`config.mk`:
```
export PLATFORM = sky130hd
export DESIGN_NAME = ep_bringup_seq
export DESIGN_NICKNAME = d
export VERILOG_FILES = /design/src/rtl/bringup_pkg.sv /design/src/rtl/bringup_step_decode.sv /design/src/rtl/bringup_mm_port.sv /design/src/rtl/bringup_poll_ctr.sv /design/src/rtl/ep_bringup_seq.sv
export SDC_FILE = /design/constraint.sdc
export NUM_CORES = 1
export LEC_CHECK = 0
export ABC_AREA = 1
export CAP_MARGIN = 10
export CORE_MARGIN = 2
export CORE_UTILIZATION = 50
export CTS_CLUSTER_DIAMETER = 40
export DETAILED_ROUTE_END_ITERATION = 7
export PLACE_DENSITY = 0.78
export SLEW_MARGIN = 10
export SYNTH_ARGS = -nofsm -noshare
export SYNTH_HDL_FRONTEND = slang
export SYNTH_SLANG_ARGS = --single-unit
```
`constraint.sdc`:
```
create_clock -name clk -period 2.26 [get_ports clk]
set_clock_uncertainty 0.1 [all_clocks]
set_input_delay 0.452 -clock clk [delete_from_list [all_inputs] [get_ports clk]]
set_output_delay 0.452 -clock clk [all_outputs]
set_load 0.1 [all_outputs]
```
`src/rtl/bringup_pkg.sv`:
```
package bringup_pkg;

  typedef enum logic [3:0] {
    ST_IDLE,
    ST_POLL,
    ST_WR_ID,
    ST_CTL_RD,
    ST_WR_CTL,
    ST_WR_WIN,
    ST_WR_MASK,
    ST_DONE,
    ST_ERR
  } seq_state_t;

  localparam logic [31:0] OFS_PORT_STATUS = 32'h0000_0158;
  localparam logic [31:0] OFS_DEVICE_ID   = 32'h0000_0060;
  localparam logic [31:0] OFS_PORT_CTL    = 32'h0000_013C;
  localparam logic [31:0] OFS_WIN0_CTL    = 32'h0001_010C;
  localparam logic [31:0] OFS_WIN0_MASK   = 32'h0001_0104;

  localparam int CTL_REQ_EN_BIT = 30;
  localparam int WIN_EN_BIT     = 2;

endpackage

```
`src/rtl/bringup_step_decode.sv`:
```
module bringup_step_decode
  import bringup_pkg::*;
#(
  parameter int          ADDR_W  = 20,
  parameter bit          WIDE_ID = 1'b0,
  parameter logic [15:0] OWN_ID  = 16'h0001,
  parameter logic [15:0] DEST_ID = 16'h0002
) (
  input  seq_state_t        state,
  input  logic [31:0]       ctl_val,
  output logic              access,
  output logic              is_wr,
  output logic [ADDR_W-1:0] addr,
  output logic [31:0]       wdata
);

  localparam logic [31:0] ID_WORD = WIDE_ID ? {16'h0000, OWN_ID}
                                            : {8'h00, OWN_ID[7:0], 16'h0000};
  localparam logic [31:0] WIN_WORD = WIDE_ID ? {DEST_ID, 16'h0000}
                                             : {8'h00, DEST_ID[7:0], 16'h0000};
  localparam logic [31:0] CTL_SET  = 32'(1) << CTL_REQ_EN_BIT;
  localparam logic [31:0] MASK_WORD = 32'(1) << WIN_EN_BIT;

  always_comb begin
    access = 1'b1;
    is_wr  = 1'b1;
    addr   = '0;
    wdata  = '0;
    unique case (state)
      ST_POLL: begin
        is_wr = 1'b0;
        addr  = ADDR_W'(OFS_PORT_STATUS);
      end
      ST_WR_ID: begin
        addr  = ADDR_W'(OFS_DEVICE_ID);
        wdata = ID_WORD;
      end
      ST_CTL_RD: begin
        is_wr = 1'b0;
        addr  = ADDR_W'(OFS_PORT_CTL);
      end
      ST_WR_CTL: begin
        addr  = ADDR_W'(OFS_PORT_CTL);
        wdata = ctl_val | CTL_SET;
      end
      ST_WR_WIN: begin
        addr  = ADDR_W'(OFS_WIN0_CTL);
        wdata = WIN_WORD;
      end
      ST_WR_MASK: begin
        addr  = ADDR_W'(OFS_WIN0_MASK);
        wdata = MASK_WORD;
      end
      default: begin
        access = 1'b0;
        is_wr  = 1'b0;
      end
    endcase
  end

endmodule

```
`src/rtl/bringup_mm_port.sv`:
```
module bringup_mm_port #(
  parameter int ADDR_W = 20
) (
  input  logic              clk,
  input  logic              rst_n,
  input  logic              req,
  input  logic              req_wr,
  input  logic [ADDR_W-1:0] req_addr,
  input  logic [31:0]       req_wdata,
  output logic              fin,
  output logic [31:0]       rdata,
  output logic [ADDR_W-1:0] mm_address,
  output logic              mm_read,
  output logic              mm_write,
  output logic [31:0]       mm_writedata,
  input  logic              mm_waitrequest,
  input  logic [31:0]       mm_readdata,
  input  logic              mm_readdatavalid
);

  typedef enum logic [1:0] {P_IDLE, P_ISSUE, P_RWAIT} port_state_t;
  port_state_t pst;

  always_ff @(posedge clk) begin
    if (!rst_n) begin
      pst          <= P_IDLE;
      mm_address   <= '0;
      mm_read      <= 1'b0;
      mm_write     <= 1'b0;
      mm_writedata <= '0;
      rdata        <= '0;
      fin          <= 1'b0;
    end else begin
      fin <= 1'b0;
      unique case (pst)
        P_IDLE: if (req) begin
          mm_address   <= req_addr;
          mm_writedata <= req_wdata;
          mm_write     <= req_wr;
          mm_read      <= !req_wr;
          pst          <= P_ISSUE;
        end
        P_ISSUE: if (!mm_waitrequest) begin
          mm_read  <= 1'b0;
          mm_write <= 1'b0;
          if (mm_write) begin
            fin <= 1'b1;
            pst <= P_IDLE;
          end else begin
            pst <= P_RWAIT;
          end
        end
        P_RWAIT: if (mm_readdatavalid) begin
          rdata <= mm_readdata;
          fin   <= 1'b1;
          pst   <= P_IDLE;
        end
        default: pst <= P_IDLE;
      endcase
    end
  end

endmodule

```
`src/rtl/bringup_poll_ctr.sv`:
```
module bringup_poll_ctr #(
  parameter int MAX_POLLS = 64
) (
  input  logic clk,
  input  logic rst_n,
  input  logic clr,
  input  logic miss,
  output logic exhausted
);

  localparam int CNT_W = $clog2(MAX_POLLS + 1);
  localparam logic [CNT_W-1:0] LAST = CNT_W'(MAX_POLLS - 1);

  logic [CNT_W-1:0] misses;

  assign exhausted = miss && (misses == LAST);

  always_ff @(posedge clk) begin
    if (!rst_n || clr) misses <= '0;
    else if (miss)     misses <= misses + 1'b1;
  end

endmodule

```
`src/rtl/ep_bringup_seq.sv`:
```
module ep_bringup_seq
  import bringup_pkg::*;
#(
  parameter int          ADDR_W      = 20,
  parameter bit          WIDE_ID     = 1'b0,
  parameter logic [15:0] OWN_ID      = 16'h0001,
  parameter logic [15:0] DEST_ID     = 16'h0002,
  parameter int          LINK_OK_BIT = 1,
  parameter int          MAX_POLLS   = 64
) (
  input  logic              clk,
  input  logic              rst_n,
  input  logic              start,
  output logic              busy,
  output logic              done,
  output logic              error,
  output logic [ADDR_W-1:0] mm_address,
  output logic              mm_read,
  output logic              mm_write,
  output logic [31:0]       mm_writedata,
  output logic [3:0]        mm_byteenable,
  input  logic              mm_waitrequest,
  input  logic [31:0]       mm_readdata,
  input  logic              mm_readdatavalid
);

  seq_state_t        state;
  logic              pending;
  logic [31:0]       ctl_val;
  logic              step_access, step_wr;
  logic [ADDR_W-1:0] step_addr;
  logic [31:0]       step_wdata;
  logic              fin;
  logic [31:0]       rdata;
  logic              launch, poll_miss, poll_exhausted;

  assign busy  = !(state inside {ST_IDLE, ST_DONE, ST_ERR});
  assign done  = (state == ST_DONE);
  assign error = (state == ST_ERR);
  assign launch = start && !busy;
  assign mm_byteenable = 4'hF;
  assign poll_miss = (state == ST_POLL) && fin && !rdata[LINK_OK_BIT];

  bringup_step_decode #(
    .ADDR_W(ADDR_W), .WIDE_ID(WIDE_ID), .OWN_ID(OWN_ID), .DEST_ID(DEST_ID)
  ) u_decode (
    .state  (state),
    .ctl_val(ctl_val),
    .access (step_access),
    .is_wr  (step_wr),
    .addr   (step_addr),
    .wdata  (step_wdata)
  );

  bringup_mm_port #(.ADDR_W(ADDR_W)) u_port (
    .clk             (clk),
    .rst_n           (rst_n),
    .req             (step_access && !pending),
    .req_wr          (step_wr),
    .req_addr        (step_addr),
    .req_wdata       (step_wdata),
    .fin             (fin),
    .rdata           (rdata),
    .mm_address      (mm_address),
    .mm_read         (mm_read),
    .mm_write        (mm_write),
    .mm_writedata    (mm_writedata),
    .mm_waitrequest  (mm_waitrequest),
    .mm_readdata     (mm_readdata),
    .mm_readdatavalid(mm_readdatavalid)
  );

  bringup_poll_ctr #(.MAX_POLLS(MAX_POLLS)) u_polls (
    .clk      (clk),
    .rst_n    (rst_n),
    .clr      (launch),
    .miss     (poll_miss),
    .exhausted(poll_exhausted)
  );

  always_ff @(posedge clk) begin
    if (!rst_n) begin
      state   <= ST_IDLE;
      pending <= 1'b0;
      ctl_val <= '0;
    end else if (launch) begin
      state   <= ST_POLL;
      pending <= 1'b0;
    end else begin
      if (pending) pending <= !fin;
      else         pending <= step_access;
      if (fin) begin
        unique case (state)
          ST_POLL: begin
            if (rdata[LINK_OK_BIT]) state <= ST_WR_ID;
            else if (poll_exhausted) state <= ST_ERR;
          end
          ST_WR_ID:   state <= ST_CTL_RD;
          ST_CTL_RD: begin
            ctl_val <= rdata;
            state   <= ST_WR_CTL;
          end
          ST_WR_CTL:  state <= ST_WR_WIN;
          ST_WR_WIN:  state <= ST_WR_MASK;
          ST_WR_MASK: state <= ST_DONE;
          default:    state <= state;
        endcase
      end
    end
  end

endmodule

```
# After elaboration in Yosys (flattened, before gate mapping)
# Cells that the tools add are included.
# totals
register_bits	133
output_inout_bits	61
word_cells	85
in_bits	37
# op_classes
mux	24
addsub	1
n_reduce_logical	30
n_bitwise	2
n_eq_ne	16
# op_table
op	n
$pmux W32 S4	1
$pmux W17 S5	1
$pmux W4 S6	1
$eq A4 B3 Y1 const B	4
$reduce_and A3 Y1	5
$mux W1	11
$eq A4 B2 Y1 const B	2
$mux W2	4
$mux W4	2
$add A7 B1 Y7 const B	1
$eq A7 B6 Y1 const B	1
$reduce_bool A7 Y1	1
$logic_not A1 Y1	6
$pmux W1 S2	3
$pmux W2 S3	1
$reduce_bool A6 Y1	1
$reduce_or A6 Y1	1
$logic_and A1 B1 Y1	5
$eq A4 B1 Y1 const B	1
$eq A4 B4 Y1 const B	1
$logic_not A4 Y1	1
$ne A2 B2 Y1 const B	2
$ne A4 B2 Y1 const B	1
$reduce_and A2 Y1	2
other kinds (11)	14

# Depth between registers and ports, before layout
# Gate-level depths: netlist of run 1.
# depth
word_depth	9
depth_mapped	13

# By module
# Synthesis of run 1 repeated with hierarchy kept, for this count alone.
# hier_totals
cells_unflattened	760
area_unflattened_um2	5813.1
# modules_own_cells
module	area_per_inst_um2	cells_per_inst	instances	seq_area_each_um2
bringup_mm_port	3193.1	408	1	1781.7
ep_bringup_seq	1761.7	201	1	740.7
bringup_step_decode	523.0	105	1	0.0
bringup_poll_ctr	335.3	46	1	140.1

# Worst setup path before layout of run 1
# OpenSTA, ideal clock, no wires.
# synth_timing
path_type	register -> output
startpoint	reg state[2]
endpoint	out busy
required_ns	1.708
n_path_buf	0
slack_ns	-1.168
arrival_ns	2.876
path_stages_with_launch	6
path_cell_list	dfxtp_1 > inv_2 > nor2_4 > inv_1 > nor2_1 > nor2_1
# synth_via
elab_chain_cells	3
elab_cells_between_ends	5
cone_classes	2 x eq/ne; 3 x reduce/logical
# synth_lines
element	line_no	source
start, declared	ep_bringup_seq.sv:27	seq_state_t state;
start signal, assigned	ep_bringup_seq.sv:106	default: state <= state;
$eq A4 B3 Y1	-	
named net done	ep_bringup_seq.sv:15	output logic done,
$reduce_bool A3 Y1	ep_bringup_seq.sv:37	assign busy = !(state inside {ST_IDLE, ST_DONE, ST_ERR});
$logic_not A1 Y1	ep_bringup_seq.sv:37	
end, declared	ep_bringup_seq.sv:14	output logic busy,
# The timed path passes the listed nets, and every way through them passes these cells.

# Final worst setup path of run 1
# layout_timing
startpoint	reg state[1]
endpoint	out busy
# layout_via
elab_chain_cells	3
elab_cells_between_ends	5
cone_classes	2 x eq/ne; 3 x reduce/logical
# layout_lines
element	line_no
$eq A4 B3 Y1 (tied with other cells)	ep_bringup_seq.sv:37
$reduce_bool A3 Y1 (*)	ep_bringup_seq.sv:37
$logic_not A1 Y1 (*)	ep_bringup_seq.sv:37
# Mark *: on every way between the ends. The rest lies on a longest branch, timed or not.

==> reports/qor.txt, run 1 <==
ys async rst share -> 0%
status -> finished clean
CTS max path bufs -> 2
worst-path fanout max -> 7
DRC Markers -> 0
leading area contributor after synthesis -> dfxtp_1
Syn-to-layout area delta -> 28.7%
vias in the first global route -> 3743
Final nets -> 717
total number of vias -> 4146
post-route ant nets -> 0
endpoints failing hold -> 0
I/O Buffers -> 79
Seq/Total Area, Yosys -> 50.6%
hold buffers post-CTS -> 0
most used cell, CP -> nor2_2
Layout Cells excl Fill -> 800
VDD IR max -> 0.00110 V
Die Width -> 101 um
H-tree Lvls -> 4
core area -> 9150 sq um
RSZ-0062 raised after global routing -> no
maxcap violations -> 0
Final min period -> 2.19 ns
critical path type -> reg2out
clk root buf -> clkbuf_8
CTS Sinks -> 118
global route total overflow -> 0
Final Instance Area -> 6010 sq um
Setup TNS -> 0 ns
global-route wire length before repair -> 17.5 mm
via/cell ratio -> 5.18
CTS clk-pin slew, worst paths -> 0.06 ns
Synth Area in XOR/XNOR -> 0.188%
pin count of the biggest net entering global routing -> 34
pre-CTS worst setup slack -> 0.283 ns
crit end category -> output pin
slowest CP cell -> dfxtp_1
CTS Buf Count -> 17
io pins -> 98
worst hold path type -> reg2reg
Row Count -> 35
EDFF count, synth -> 0
Reg2Reg Setup Slack -> 0.33 ns
antenna violations before repair -> 0
Hold Slack -> 0.360 ns
area of the multi-input gates -> 1990 sq um
mux cell area share after synthesis -> 0%
wire per inst -> 13.3 um
FILL cells -> 715
pwr/cell area -> 1040 nW/um^2
post-synth cell types -> 32
Tcrit/Tclk final -> 97.0%
Post-Syn Area -> 4670 sq um
Setup-failing EPs final -> 0
Detailed Route WL -> 10.7 mm
DIE AREA -> 10100 sq um
initial drt markers -> 228
Yosys warnings -> 0
Total GRT Usage -> 22.1%
fmax -> 0.456 GHz
First-pass DRT Iterations -> 8
ys flop type -> dfxtp_1
Synth Area in Compound Gates -> 15.2%
Starting Density -> 51.0%
DPL Wire Length -> 7.34 mm
Setup WS post-layout -> 0.0667 ns
main combinational cell family by area after synthesis -> simple AND/OR/NAND/NOR gates
n_diodes -> 0
Slowest Stage Delay on Critical Path -> 0.45 ns
static leakage -> 2.29 nW
share of layout cells above drive strength 1 -> 17.0%
GP Congestion -> 0.866
CP required -> 1.71 ns
Post-DP Area -> 5430 sq um
Synth Instances -> 603
CP Launch Type -> flip-flop
Avg Cell Area, Syn -> 7.74 sq um
CP Data Arrival Time -> 1.64 ns
critical-path cell list -> nor2_2 -> inv_1 -> nor2_1 -> nor2_2 -> buf_12
Inst Count DP -> 768
simple-gate share of the synthesized area -> 24.3%
Slew Viols, Final -> 0
height of the die -> 101 um
Synth Area in Adders -> 1.07%
#FFs+latches synth -> 118
top post-synthesis cells by area -> dfxtp_1, nand2_1, a21oi_1, nor2_1, o21ai_0
register area -> 2360 sq um
CTS tree -> yes
Worst-Skew Late Latency -> 0.52 ns
proportion of netlist area held by the largest area contributor -> 50.6%
## power by group
part           switching (mW)  internal (mW)
clock                   0.881           1.70
combinational           0.964          0.341
sequential              0.101           2.25
## flip-flops by register name (all words and copies together) (netlist names), 2 cells and up
register,flops
state,4
u_port.mm_address,7
u_port.pst,2
ctl_val,31
u_port.mm_writedata,32
u_polls.misses,7
u_port.rdata,31
## cell usage after synthesis (2+ instances only)
library cell and instances:
o21ai_0 47, inv_2 2, nor2_1 77, clkbuf_1 23
buf_2 9, a31oi_1 3, nand2_1 120, inv_1 24
a21oi_1 72, ha_1 4, nor2_4 2, dfxtp_1 118
buf_4 17, nor3_1 7, nand2_2 11, a21oi_2 9
nand3_1 42, conb_1 2
## layout by cell type, fill, tap and decap left out, types with 17 or more instances in the layout
cell and instances:
nor2_1 74, o21ai_0 47, a21oi_1 72, nand3_1 42
clkdlybuf4s50_1 35, nand2_1 120, dfxtp_1 116, buf_4 51
conb_1 17, inv_1 24
## layout make-up
type	instances	area share (%)
sequential	118	39.4
multi-input combinational	420	33.1
timing repair buffer	91	13.9
clock buffer	23	7.44
tap	111	2.31
clock inverter	9	2.10
inverter	28	1.79
## kinds of logic (layout without fill, tap and decap cells)
logic type / Yosys count / after routing
other: 2 / 17
xor gates and xnor gates: 1 / 1
DFF: 118 / 118
adders and majority gates: 4 / 4
and+or+nand+nor: 265 / 265
buffers and inverters: 80 / 151
AOI/OAI and AO/OA: 133 / 133
## layer usage
layer	GRT usage [%]	up-vias	part of all wire, %
li1	-	2085	-
met1	29.2	1896	44
met2	34.0	152	48
met3	6.17	13	6.8
met4	9.38	0	1.3
met5	0	-	0
## stage by stage
| step | util (%) | power [mW] |
|---|---|---|
| 6_report | 65.6 | 6.24 |
| 5_1_grt | 65.6 | 6.49 |
| 4_1_cts | 65.6 | 6.27 |
| 3_5_place_dp | 59.3 | 3.69 |
| 3_3_place_gp | 59.3 | 3.65 |
| 2_1_floorplan | - | 3.41 |
## worst max-delay path, delay by kind of cell, from the launching register on
kind                   cells  cell delay (ns)
buffers and inverters      2             0.33
flip-flops                 1             0.45
AND/OR/NAND/NOR            3             0.34
## path summary, 6_finish.rpt
check	start	endpoint	depth (start not counted)
max	state[1]$_SDFFE_PP0P_	busy	5
max reg2reg	state[1]$_SDFFE_PP0P_	u_port.mm_writedata[15]$_SDFFE_PN0P_	11
min reg2reg	ctl_val[13]$_SDFFE_PN0P_	u_port.mm_writedata[13]$_SDFFE_PN0P_	2
min	ctl_val[13]$_SDFFE_PN0P_	u_port.mm_writedata[13]$_SDFFE_PN0P_	2
## repair_timing
action | CTS | global route
endpoints found under the hold margin | 0 | 0
resized for setup | 0 | 3
buffers inserted | 0 | 0
setup endpoints to repair | 0 | 2
Note: power is estimated with default switching activity, not from simulation.
==> run 2, diff against run 1 <==
--- a/config.mk
+++ b/config.mk
@@ -7,11 +7,13 @@
 export LEC_CHECK = 0
 export ABC_AREA = 1
 export CAP_MARGIN = 10
+export CELL_PAD_IN_SITES_DETAIL_PLACEMENT = 1
+export CELL_PAD_IN_SITES_GLOBAL_PLACEMENT = 1
 export CORE_MARGIN = 2
-export CORE_UTILIZATION = 50
+export CORE_UTILIZATION = 37
 export CTS_CLUSTER_DIAMETER = 40
 export DETAILED_ROUTE_END_ITERATION = 7
-export PLACE_DENSITY = 0.78
+export PLACE_DENSITY_LB_ADDON = 0.1
 export SLEW_MARGIN = 10
 export SYNTH_ARGS = -nofsm -noshare
 export SYNTH_HDL_FRONTEND = slang
==> reports/qor.txt, run 2 (synthesis results as in run 1) <==
via/cell ratio -> 4.72 (-9.0%)
power consumption -> 6.41 mW (+2.7%)
Largest regs -> u_port.mm_writedata x32, ctl_val x31, u_port.rdata x31
register area -> 2360 sq um (-0.11%)
global route total overflow -> 0 (unchanged)
most common cell after layout, fill and taps aside -> nand2_1
fmax -> 0.463 GHz (+1.6%)
maxcap violations -> 0 (unchanged)
vias in the first global route -> 3963 (+5.9%)
total number of vias -> 4056 (-2.2%)
CTS Sinks -> 118 (unchanged)
worst-path fanout max -> 8 (+1)
static leakage -> 2.31 nW (+0.62%)
pwr/cell area -> 1050 nW/um^2 (+0.65%)
I/O Buffers -> 79 (unchanged)
Hold Slack -> 0.361 ns (+0.000707 ns)
Setup-failing EPs final -> 0 (unchanged)
Die Width -> 116 um (+16%)
Slew Viols, Final -> 0 (unchanged)
Total GRT Usage -> 18.9% (-3.2 points)
First-pass DRT Iterations -> 4 (-4)
io pins -> 98 (unchanged)
DPL Wire Length -> 8.27 mm (+13%)
crit end category -> output pin
internal cell power -> 4.38 mW (+2.0%)
CTS tree -> yes
critical path type -> reg2out
sequential cell fraction of total power -> 36.7% (-1.0 points)
Tcrit/Tclk final -> 95.5% (-1.5 points)
Psw -> 2.03 mW (+4.3%)
Biggest register -> u_port.mm_writedata
Register-to-Register Path Depth -> 11 (unchanged)
Starting Density -> 37.4% (-14 points)
Syn-to-layout area delta -> 31.4%
core area -> 12500 sq um (+36%)
Final min period -> 2.16 ns (-0.0350 ns)
post-CTS setup buffers -> 0 (unchanged)
Setup TNS -> 0 ns (unchanged)
Row Count -> 41 (+17%)
CTS max path bufs -> 2 (unchanged)
post-CTS sizing -> 0 (unchanged)
R2R Path End -> u_port.mm_writedata[1]$_SDFFE_PN0P_
DRC Markers -> 0 (unchanged)
CTS clk-pin slew, worst paths -> 0.05 ns (about the same)
CP Launch Type -> flip-flop
wire per inst -> 14.0 um (+5.3%)
Layout Cells excl Fill -> 860 (+7.5%)
DIE AREA -> 13500 sq um (+34%)
Inst Count DP -> 828 (+7.8%)
Reg2Reg Setup Slack -> 0.22 ns (-0.11 ns)
status -> finished clean
pin count of the biggest net entering global routing -> 47 (+38%)
Final nets -> 716 (-0.14%)
final core utilization -> 49.2% (-16 points)
max reg flops -> 32 (unchanged)
Worst-Skew Late Latency -> 0.41 ns (-0.11 ns)
CP startpoint -> state[0]$_SDFFE_PN0P_
FILL cells -> 1508 (+110%)
n_diodes -> 0 (unchanged)
power share of the combinational group -> 20.5% (-0.4 points)
post-route ant nets -> 0 (unchanged)
antenna violations before repair -> 0 (unchanged)
clock share of power -> 42.8% (+1.5 points)
CP required -> 1.71 ns (about the same)
global-route wire length before repair -> 19.6 mm (+12%)
Worst Setup EP -> busy
share of layout cells above drive strength 1 -> 17.0% (+0.025 points)
most frequent cells in the layout -> nand2_1, dfxtp_1, nor2_1, a21oi_1, buf_4
hold buffers post-CTS -> 0 (unchanged)
endpoints failing hold -> 0 (unchanged)
area of the multi-input gates -> 1990 sq um (-0.13%)
clk root buf -> clkbuf_16
VDD IR max -> 0.000742 V (-33%)
initial drt markers -> 217 (-4.8%)
CP Data Arrival Time -> 1.61 ns (-0.03 ns)
Detailed Route WL -> 12.1 mm (+13%)
height of the die -> 116 um (+16%)
GP Congestion -> 0.775 (-11%)
switch share -> 31.6% (+0.47 points)
worst r2r src -> state[0]$_SDFFE_PN0P_
H-tree Lvls -> 4 (unchanged)
worst hold path type -> reg2reg
RSZ-0062 raised after global routing -> no
CTS Buf Count -> 17 (unchanged)
-- run 2: worst min-delay path by stage --
stage | from | to | cells past startpoint
2_1_floorplan | ctl_val[17]$_SDFFE_PN0P_ | ctl_val[17]$_SDFFE_PN0P_ | 2
3_3_place_gp | ctl_val[2]$_SDFFE_PN0P_ | ctl_val[2]$_SDFFE_PN0P_ | 2
3_5_place_dp | ctl_val[2]$_SDFFE_PN0P_ | ctl_val[2]$_SDFFE_PN0P_ | 2
4_1_cts | ctl_val[3]$_SDFFE_PN0P_ | ctl_val[3]$_SDFFE_PN0P_ | 2
5_1_grt | ctl_val[9]$_SDFFE_PN0P_ | ctl_val[9]$_SDFFE_PN0P_ | 2
6_report | ctl_val[3]$_SDFFE_PN0P_ | ctl_val[3]$_SDFFE_PN0P_ | 2
-- run 2: cell type report --
type,count,share of cell area [%]
sequential,118,38.5
inverter,28,1.75
tap,172,3.51
clock inverter,12,2.49
clock buffer,20,7.45
timing repair buffer,90,13.9
multi-input combinational,420,32.4
-- run 2: power by group through the flow --
| stage | Combinational (mW) | Clock (mW) | Sequential, mW |
|---|---|---|---|
| 2_1_floorplan | 0.714 | 0 | 2.69 |
| 3_3_place_gp | 1.30 | 0 | 2.39 |
| 3_5_place_dp | 1.33 | 0 | 2.40 |
| 4_1_cts | 1.33 | 2.80 | 2.36 |
| 5_1_grt | 1.44 | 2.90 | 2.37 |
| 6_report | 1.31 | 2.75 | 2.35 |
-- run 2: layer usage --
| layer | vias up | routed length [um] | GRT usage (%) |
|---|---|---|---|
| li1 | 2076 | - | - |
| met4 | 0 | 192 | 7.14 |
| met5 | - | 0 | 0 |
| met1 | 1886 | 5670 | 23.9 |
| met2 | 76 | 5780 | 31.4 |
| met3 | 18 | 436 | 4.41 |
-- run 2: worst max-delay path: stages (launching register included) --
cell and delay (ns):
dfxtp_1 0.48, nor2_1 0.12, inv_1 0.17, nor2_1 0.08, nor2_2 0.16, buf_12 0.19
-- run 2: stage by stage --
step           instance area (sq um)  worst slack [ns]
2_1_floorplan                   4750             0.129
3_3_place_gp                    5520             0.315
3_5_place_dp                    5520             0.236
4_1_cts                         6130            0.0930
5_1_grt                         6130            0.0322
6_report                        6130             0.102
